$ cat src/rtl/keypad_scan.sv
`timescale 1ns/1ps
module keypad_scan #(
  parameter int SETTLE   = 8,
  parameter int DEBOUNCE = 4
) (
  input  logic       clk,
  input  logic       rst_n,
  input  logic [4:0] ret_n,
  input  logic       pwr_n,
  output logic [4:0] scan_n,
  output logic       evt_stb,
  output logic [4:0] evt_code,
  output logic       evt_press,
  output logic       multi_seen,
  output logic       pwr_stb,
  output logic       irq
);
  localparam int TW = (SETTLE > 1) ? $clog2(SETTLE) : 1;
  localparam int CW = $clog2(DEBOUNCE + 1);

  logic [TW-1:0] tick;
  logic [1:0]    line;
  logic          fr_found, last_found, acc_found;
  logic [4:0]    fr_code, last_code, acc_code;
  logic [CW-1:0] cnt;
  logic          pwr_s1, pwr_s2;

  function automatic logic [5:0] kmap(input logic [1:0] ln, input logic [2:0] rt);
    case (rt)
      3'd0:    kmap = (ln == 2'd0) ? 6'h2C : (ln == 2'd1) ? 6'h2D : 6'h00;
      3'd1:    kmap = {1'b1, 5'd14 + {3'b0, ln}};
      3'd2:    kmap = {1'b1, 5'd1 + 5'd3 * {3'b0, ln}};
      3'd3:    kmap = (ln == 2'd3) ? 6'h20 : {1'b1, 5'd2 + 5'd3 * {3'b0, ln}};
      default: kmap = (ln == 2'd3) ? 6'h2B : {1'b1, 5'd3 + 5'd3 * {3'b0, ln}};
    endcase
  endfunction

  wire slot_end  = (tick == TW'(SETTLE - 1));
  wire frame_end = slot_end && (line == 2'd3);
  assign scan_n  = ~(5'b00010 << line);

  wire [4:0] m = ~ret_n & {4'b1111, (line < 2'd2)};
  logic [4:0] hit_code;
  logic       hit;
  always_comb begin
    hit = 1'b0;
    hit_code = 5'd0;
    for (int r = 4; r >= 0; r--)
      if (m[r]) begin
        hit = 1'b1;
        hit_code = kmap(line, 3'(r))[4:0];
      end
  end

  wire       f_found = fr_found | hit;
  wire [4:0] f_code  = fr_found ? fr_code : hit_code;
  wire       same    = (f_found == last_found) && (!f_found || f_code == last_code);
  wire [CW-1:0] cnt_n = !same ? CW'(1) : (cnt == CW'(DEBOUNCE)) ? cnt : cnt + CW'(1);
  wire       change  = (f_found != acc_found) || (f_found && f_code != acc_code);

  always_ff @(posedge clk) begin
    if (!rst_n) begin
      tick <= '0; line <= '0;
      fr_found <= 1'b0; fr_code <= '0;
      last_found <= 1'b0; last_code <= '0; cnt <= '0;
      acc_found <= 1'b0; acc_code <= '0;
      evt_stb <= 1'b0; evt_code <= '0; evt_press <= 1'b0;
      multi_seen <= 1'b0;
      pwr_s1 <= 1'b1; pwr_s2 <= 1'b1; pwr_stb <= 1'b0;
    end else begin
      evt_stb <= 1'b0;
      pwr_s1  <= pwr_n;
      pwr_s2  <= pwr_s1;
      pwr_stb <= pwr_s2 & ~pwr_s1;
      tick    <= slot_end ? '0 : tick + TW'(1);
      if (slot_end) begin
        line <= line + 2'd1;
        if ((fr_found && hit) || $countones(m) > 1) multi_seen <= 1'b1;
        if (frame_end) fr_found <= 1'b0;
        else if (!fr_found && hit) begin
          fr_found <= 1'b1;
          fr_code  <= hit_code;
        end
      end
      if (frame_end) begin
        last_found <= f_found;
        last_code  <= f_code;
        cnt        <= cnt_n;
        if (cnt_n == CW'(DEBOUNCE) && change) begin
          evt_stb <= 1'b1;
          if (acc_found) begin
            evt_code  <= acc_code;
            evt_press <= 1'b0;
            acc_found <= 1'b0;
          end else begin
            evt_code  <= f_code;
            evt_press <= 1'b1;
            acc_found <= 1'b1;
            acc_code  <= f_code;
          end
        end
      end
    end
  end

  assign irq = evt_stb | pwr_stb;

  p_scan_one_r1: assert property (@(posedge clk) disable iff (!rst_n)
    scan_n[0] && $countones(~scan_n) == 1);
  p_code_range_r2: assert property (@(posedge clk) disable iff (!rst_n)
    evt_stb |-> evt_code <= 5'd17);
  p_evt_single_r4: assert property (@(posedge clk) disable iff (!rst_n)
    evt_stb |=> !evt_stb);
  p_multi_sticky_r7: assert property (@(posedge clk) disable iff (!rst_n)
    multi_seen |=> multi_seen);
  p_pwr_single_r8: assert property (@(posedge clk) disable iff (!rst_n)
    pwr_stb |=> !pwr_stb);
endmodule

$ cat config.mk
export PLATFORM = sky130hd
export DESIGN_NAME = keypad_scan
export DESIGN_NICKNAME = d
export VERILOG_FILES = /design/src/rtl/keypad_scan.sv
export SDC_FILE = /design/constraint.sdc
export NUM_CORES = 1
export LEC_CHECK = 0
export BUFFER_PORTS_ARGS = -buffer_cell sky130_fd_sc_hd__buf_4
export CAP_MARGIN = 0
export CORE_AREA = 2 2 60 62
export CTS_BUF_LIST = sky130_fd_sc_hd__clkbuf_8
export CTS_CLUSTER_DIAMETER = 120
export CTS_CLUSTER_SIZE = 40
export DETAILED_ROUTE_END_ITERATION = 6
export DIE_AREA = 0 0 62 64
export GPL_TIMING_DRIVEN = 0
export MAX_ROUTING_LAYER = met4
export PLACE_DENSITY_LB_ADDON = 0.1
export SETUP_SLACK_MARGIN = 0.02
export SYNTH_ARGS = -nofsm -noshare
export SYNTH_HDL_FRONTEND = slang
export SYNTH_SLANG_ARGS = --single-unit
$ cat constraint.sdc
create_clock -name clk -period 4.2 [get_ports clk]
set_input_delay 0.21 -clock clk [delete_from_list [all_inputs] [get_ports clk]]
set_output_delay 0.21 -clock clk [all_outputs]
set_load 0.03 [all_outputs]
==> results of run 1 <==
-- final cells by class --
cell class	instances	area, um2
multi-input cells	182	1330
fillers	263	895
flip-flops and latches	31	621
repair buffers	19	143
clock buffers	6	82.6
plain buffers	12	61.3
well taps	46	57.6
inverters	15	56.3
clock inverters	2	35.0
-- where the power goes --
group,internal (uW),leakage [uW],total (uW),switching [uW]
clock,192,0.0000612,301,110
combinational,25.8,0.000692,64.6,38.9
sequential,298,0.000251,300,1.80
total,516,0.00100,666,150
-- sequential cells by signal, summed over array words and instances, names as in the netlist, 2 cells and up --
register and flops:
acc_code 5, fr_code 5, line 2, cnt 3, last_code 5, tick 3
-- cells by family (layout without fill, tap and decap cells) --
logic type	count (synthesis)	in the layout	share of synthesized area
adder cells (fa/ha/maj)	14	14	0.0882
AND/OR/NAND/NOR	87	87	0.219
other	1	1	0.00181
flip-flops	31	31	0.300
AO/OA/AOI/OAI	55	55	0.217
XOR/XNOR	14	14	0.0628
multiplexers	11	11	0.0543
buffers and inverters	27	54	0.0568
-- worst max-delay path by stage --
stage            start          end  slack, ps  cells after the start
2_1_floorplan  line[0]    acc_found       1550                      9
3_3_place_gp   line[0]  acc_code[1]       1200                      9
3_5_place_dp   line[0]    acc_found       1140                      9
4_1_cts        line[0]    acc_found       1100                      9
5_1_grt        line[0]    acc_found        880                      9
6_report       line[0]    acc_found       1080                      9
-- cells in the final DEF (no fill, tap or decap), drive strengths merged, types with 3 or more instances in the layout --
cell     n
clkbuf  11
dfxtp   31
ha      13
a211oi   6
inv     15
xnor2    7
mux2i    9
a21oi   14
nor3b    4
a21o     6
nor3    10
a311oi   4
o31ai    4
nor2b    3
xor2     7
nand2b   3
nor2    23
o21ai    4
o21a     3
nand2   22
nand3    4
buf     26
-- layer usage --
layer | vias to the layer above | global-route usage
met4 | 0 | 0.0771
met5 | - | -
met1 | 823 | 0.342
met3 | 7 | 0.0729
met2 | 35 | 0.367
li1 | 903 | -
-- per-stage QoR --
step / util / setup WS, ps
2_1_floorplan: - / 1550
3_3_place_gp: 0.692 / 1200
3_5_place_dp: 0.692 / 1140
4_1_cts: 0.728 / 1100
5_1_grt: 0.728 / 884
6_report: 0.728 / 1080
-- worst max-delay path, stage by stage (launching register included) --
cell and delay [ps]:
dfxtp_1 560, inv_1 160, ha_1 370, xnor2_1 140
a221o_1 400, o21ai_1 200, o221ai_2 140, o41ai_4 580
a21oi_1 180, a311oi_1 280
==> flow_summary.yaml, run 1 <==
setup_path:
  cp-start-kind: "register"
  path_class: "register to register"
  cp.arrival_ps: 3310
  critPathCaptureType: "register"
  regToRegEndpoint: "acc_found"
  reg2reg_setup_slack_ps: 1080
  critPathRequiredTime_ps: 4390
  worstPathMaxFanout: 10
  rr_startpoint: "line[0]"
  r2r_cells: 9
synth:
  yosysSeqAreaShare: 0.300
  synth_top_flop_cell: "dfxtp_1"
  synth_area_mm2: 0.00207
  synth_most_common_cell: "dfxtp_1"
  syn_inst: 240
  syn-mean-instance-area_um2: 8.63
  syn_nets: 262
  synth_warnings: 0
  synth_edf_count: 0
  yosys-top-cells-area: "dfxtp_1, ha_1, mux2i_1, nor2_1, nand2_1"
  synth_cell_types: 64
  synth.cells.most_frequent: "dfxtp_1, nor2_1, nand2_1"
  yosys_register_bits: 31
  synth_top_area_cell: "dfxtp_1"
  synthArstFlopShare: 0
  synth_top_cell_area_share: 0.300
power_and_ir_drop:
  p_per_area_mw_per_mm2: 279
  irDropWorstVdd_mv: 0.287
  power_uw: 666
  p_leak_uw: 0.00100
detailed_routing:
  routed_wl_mm: 4.41
  viasPerCell: 5.65
  met1Wirelength_mm: 2.17
  drt_iter0_drc: 102
  wl_met3_um: 151
  drtAntennaViolNets: 0
  vias: 1768
  route.met2.wl_mm: 2.04
  first_pass_iters: 4
  top_layer_used: "met4"
  drcViolationCount: 0
  wl_per_cell_um: 14.1
cells_and_area:
  finalInstanceArea_mm2: 0.00239
  layout-drive-gt1-share: 0.184
  antenna_cells: 0
  final_cells: 313
  syn2layout_area_growth_pct: 15.3
  final_nets: 288
placed_design:
  port_buffers: 19
  gp_routability_congestion: 0.851
  dp.cells: 305
  placed_cell_area_mm2: 0.00227
  place_hpwl_mm: 3.28
clocking:
  clkSinkCount: 31
  cts_root_buf: "clkbuf_8"
  clock_latency_ps: 290
  h-tree-depth: 2
  clockBufferDepth: 2
  path_clk_slew_ps: 70
  postCtsHoldBufs: 0
  cts_setup_buffers: 0
  numCtsBuffers: 5
  cts_resized: 0
  cts_tree: "done"
status:
  status: "finished clean"
sta:
  tightestPinTransition_ps: 681
  rsz0062_at_grt: "no"
  hold_slack_ps: 110
  maxSlewHeadroom: 0.544
  skew_ps: 8.97
  min_period_ps: 3120
  slew_violations: 0
  tns_ps: 0
  hold_violations: 0
  fmax_mhz: 321
  fin_crit_sh: 0.742
  setup_violations: 0
die:
  die_area_mm2: 0.00397
  rows: 21
  dieWidth_um: 62
  start_util: 0.631
  ios: 23
  core-area_mm2: 0.00328
  die_h_um: 64
grt:
  grt.total_usage: 0.255
  grt_antenna_before_repair: 0
  grt_pass1_vias: 1587
  overflow: 0
  grt_max_degree: 12
  grt_pass1_wl_mm: 7.29
run:
  max_cap_violations: 0
worst_hold_path:
  min_from: "pwr_n"
  hp-class: "input port to register"
  hold_end: "pwr_s1"
  holdPathStages: 2
Power figures use the tool's default switching activity.
==> run 2, diff against run 1 <==
--- a/config.mk
+++ b/config.mk
@@ -7,12 +7,12 @@
 export LEC_CHECK = 0
 export BUFFER_PORTS_ARGS = -buffer_cell sky130_fd_sc_hd__buf_4
 export CAP_MARGIN = 0
-export CORE_AREA = 2 2 60 62
+export CORE_AREA = 2 2 62 64
 export CTS_BUF_LIST = sky130_fd_sc_hd__clkbuf_8
 export CTS_CLUSTER_DIAMETER = 120
 export CTS_CLUSTER_SIZE = 40
 export DETAILED_ROUTE_END_ITERATION = 6
-export DIE_AREA = 0 0 62 64
+export DIE_AREA = 0 0 64 66
 export GPL_TIMING_DRIVEN = 0
 export MAX_ROUTING_LAYER = met4
 export PLACE_DENSITY_LB_ADDON = 0.1
==> constraint.sdc (replaced) <==
create_clock -name clk -period 3 [get_ports clk]
set_input_delay 0.15 -clock clk [delete_from_list [all_inputs] [get_ports clk]]
set_output_delay 0.15 -clock clk [all_outputs]
set_load 0.03 [all_outputs]
==> flow_summary.yaml, run 2 (synthesis results as in run 1) <==
detailed_routing:
  wl_per_cell_um: 14.4
  drcViolationCount: 0
  drtAntennaViolNets: 0
  routed_wl_mm: 4.57
  vias: 1760
  first_pass_iters: 4
  drt_iter0_drc: 83
  viasPerCell: 5.55
setup_path:
  path_class: "register to register"
  worstPathMaxFanout: 9
  cp.arrival_ps: 3000
  critPathRequiredTime_ps: 3190
  critPathCaptureType: "register"
  cp-start-kind: "register"
  rr_startpoint: "line[0]"
  r2r_cells: 10
  crit_start: "line[0]"
placed_design:
  port_buffers: 19
  place_hpwl_mm: 3.34
  dp.cells: 307
  placed_cell_area_mm2: 0.00227
  gp_routability_congestion: 0.883
sta:
  hold_violations: 0
  maxSlewHeadroom: 0.569
  slew_violations: 0
  tightestPinTransition_ps: 641
  skew_ps: 5.62
  fin_crit_sh: 0.936
  setup_violations: 0
  rsz0062_at_grt: "no"
  fmax_mhz: 356
  min_period_ps: 2810
worst_hold_path:
  min_from: "pwr_n"
  holdPathStages: 2
  hp-class: "input port to register"
power_and_ir_drop:
  internal_power_uw: 608
  p_per_area_mw_per_mm2: 343
  irDropWorstVdd_mv: 0.190
  p_leak_uw: 0.00101
  seqPwrFrac: 0.509
  p_comb_frac: 0.112
  clock_power_share: 0.379
  netSwitchingFraction: 0.260
  netSwitchingPower_uw: 214
grt:
  grt_pass1_wl_mm: 7.53
  grt_max_degree: 12
  grt_antenna_before_repair: 0
  overflow: 0
  grt.total_usage: 0.240
  grt_pass1_vias: 1583
die:
  rows: 22
  ios: 23
  start_util: 0.584
  die_h_um: 66
  dieWidth_um: 64
  core-area_mm2: 0.00355
  die_area_mm2: 0.00422
clocking:
  h-tree-depth: 2
  clock_latency_ps: 280
  numCtsBuffers: 5
  cts_root_buf: "clkbuf_8"
  cts_tree: "done"
  clkSinkCount: 31
  path_clk_slew_ps: 60
  clockBufferDepth: 2
cells_and_area:
  layout-drive-gt1-share: 0.193
  layout_common_cells: "dfxtp_1, buf_4, nor2_1"
  final_cells: 317
  layout_commonest_cell: "dfxtp_1"
  syn2layout_area_growth_pct: 15.6
  antenna_cells: 0
  finalInstanceArea_mm2: 0.00240
  top_regs: "acc_code (5), fr_code (5), last_code (5)"
  final_nets: 290
run:
  max_cap_violations: 0
status:
  status: "finished clean"
-- run 2: layout make-up --
class,instances,area [um2]
multi-input cells,182,1350
fillers,313,1150
flip-flops and latches,31,628
repair buffers,21,161
clock buffers,5,68.8
plain buffers,12,61.3
well taps,48,60.1
inverters,15,56.3
clock inverters,3,12.5
-- run 2: final timing paths --
path	slack, ps	to
worst max-delay path	190	acc_code[1]
worst min register to register	410	pwr_stb
worst min-delay path	50	pwr_s1
worst max register to register	190	acc_code[1]
-- run 2: layer usage --
layer / routed length [um] / up-vias / track usage / part of all wire
met5: 0 / - / - / 0
met4: 46 / 0 / 0.0571 / 0.010
met3: 151 / 7 / 0.0562 / 0.033
met2: 2100 / 23 / 0.391 / 0.46
met1: 2270 / 823 / 0.302 / 0.50
li1: - / 907 / - / -
-- run 2: through the flow --
step / total power, uW / setup WS, ps / util / TNS (ps) / hold slack, ps
after floorplan: 493 / 349 / - / 0 / 245
final: 822 / 191 / 0.675 / 0 / 47.0
after global placement: 517 / -19.6 / 0.641 / -46.6 / 332
after global routing: 863 / 48.5 / 0.675 / 0 / 36.6
after CTS: 832 / 129 / 0.668 / 0 / 44.4
after detailed placement: 519 / -67.9 / 0.641 / -309 / 338
-- run 2: what timing repair did --
item / CTS / global route
endpoints found under the hold margin: 0 / 0
endpoints found under the setup margin: 9 / 9
resized for setup: 2 / 5
pin swaps: 1 / 0
hold buffers: 0 / 0
setup buffers: 2 / 0
-- run 2: worst max-delay path, cell delays in order (launching register included) --
cell	delay, ps
dfxtp_4	420
inv_1	100
ha_1	360
xnor2_1	140
a221o_1	380
o21ai_1	220
o221ai_2	170
o41ai_4	410
buf_6	190
nand2_4	80
o31ai_1	250
-- run 2: power groups by stage --
stage          sequential, uW  combinational, uW  clock (uW)
6_report                  418               92.3         312
2_1_floorplan             430               63.4           0
3_3_place_gp              429               88.3           0
4_1_cts                   420               90.3         321
5_1_grt                   418                101         344
3_5_place_dp              429               89.5           0
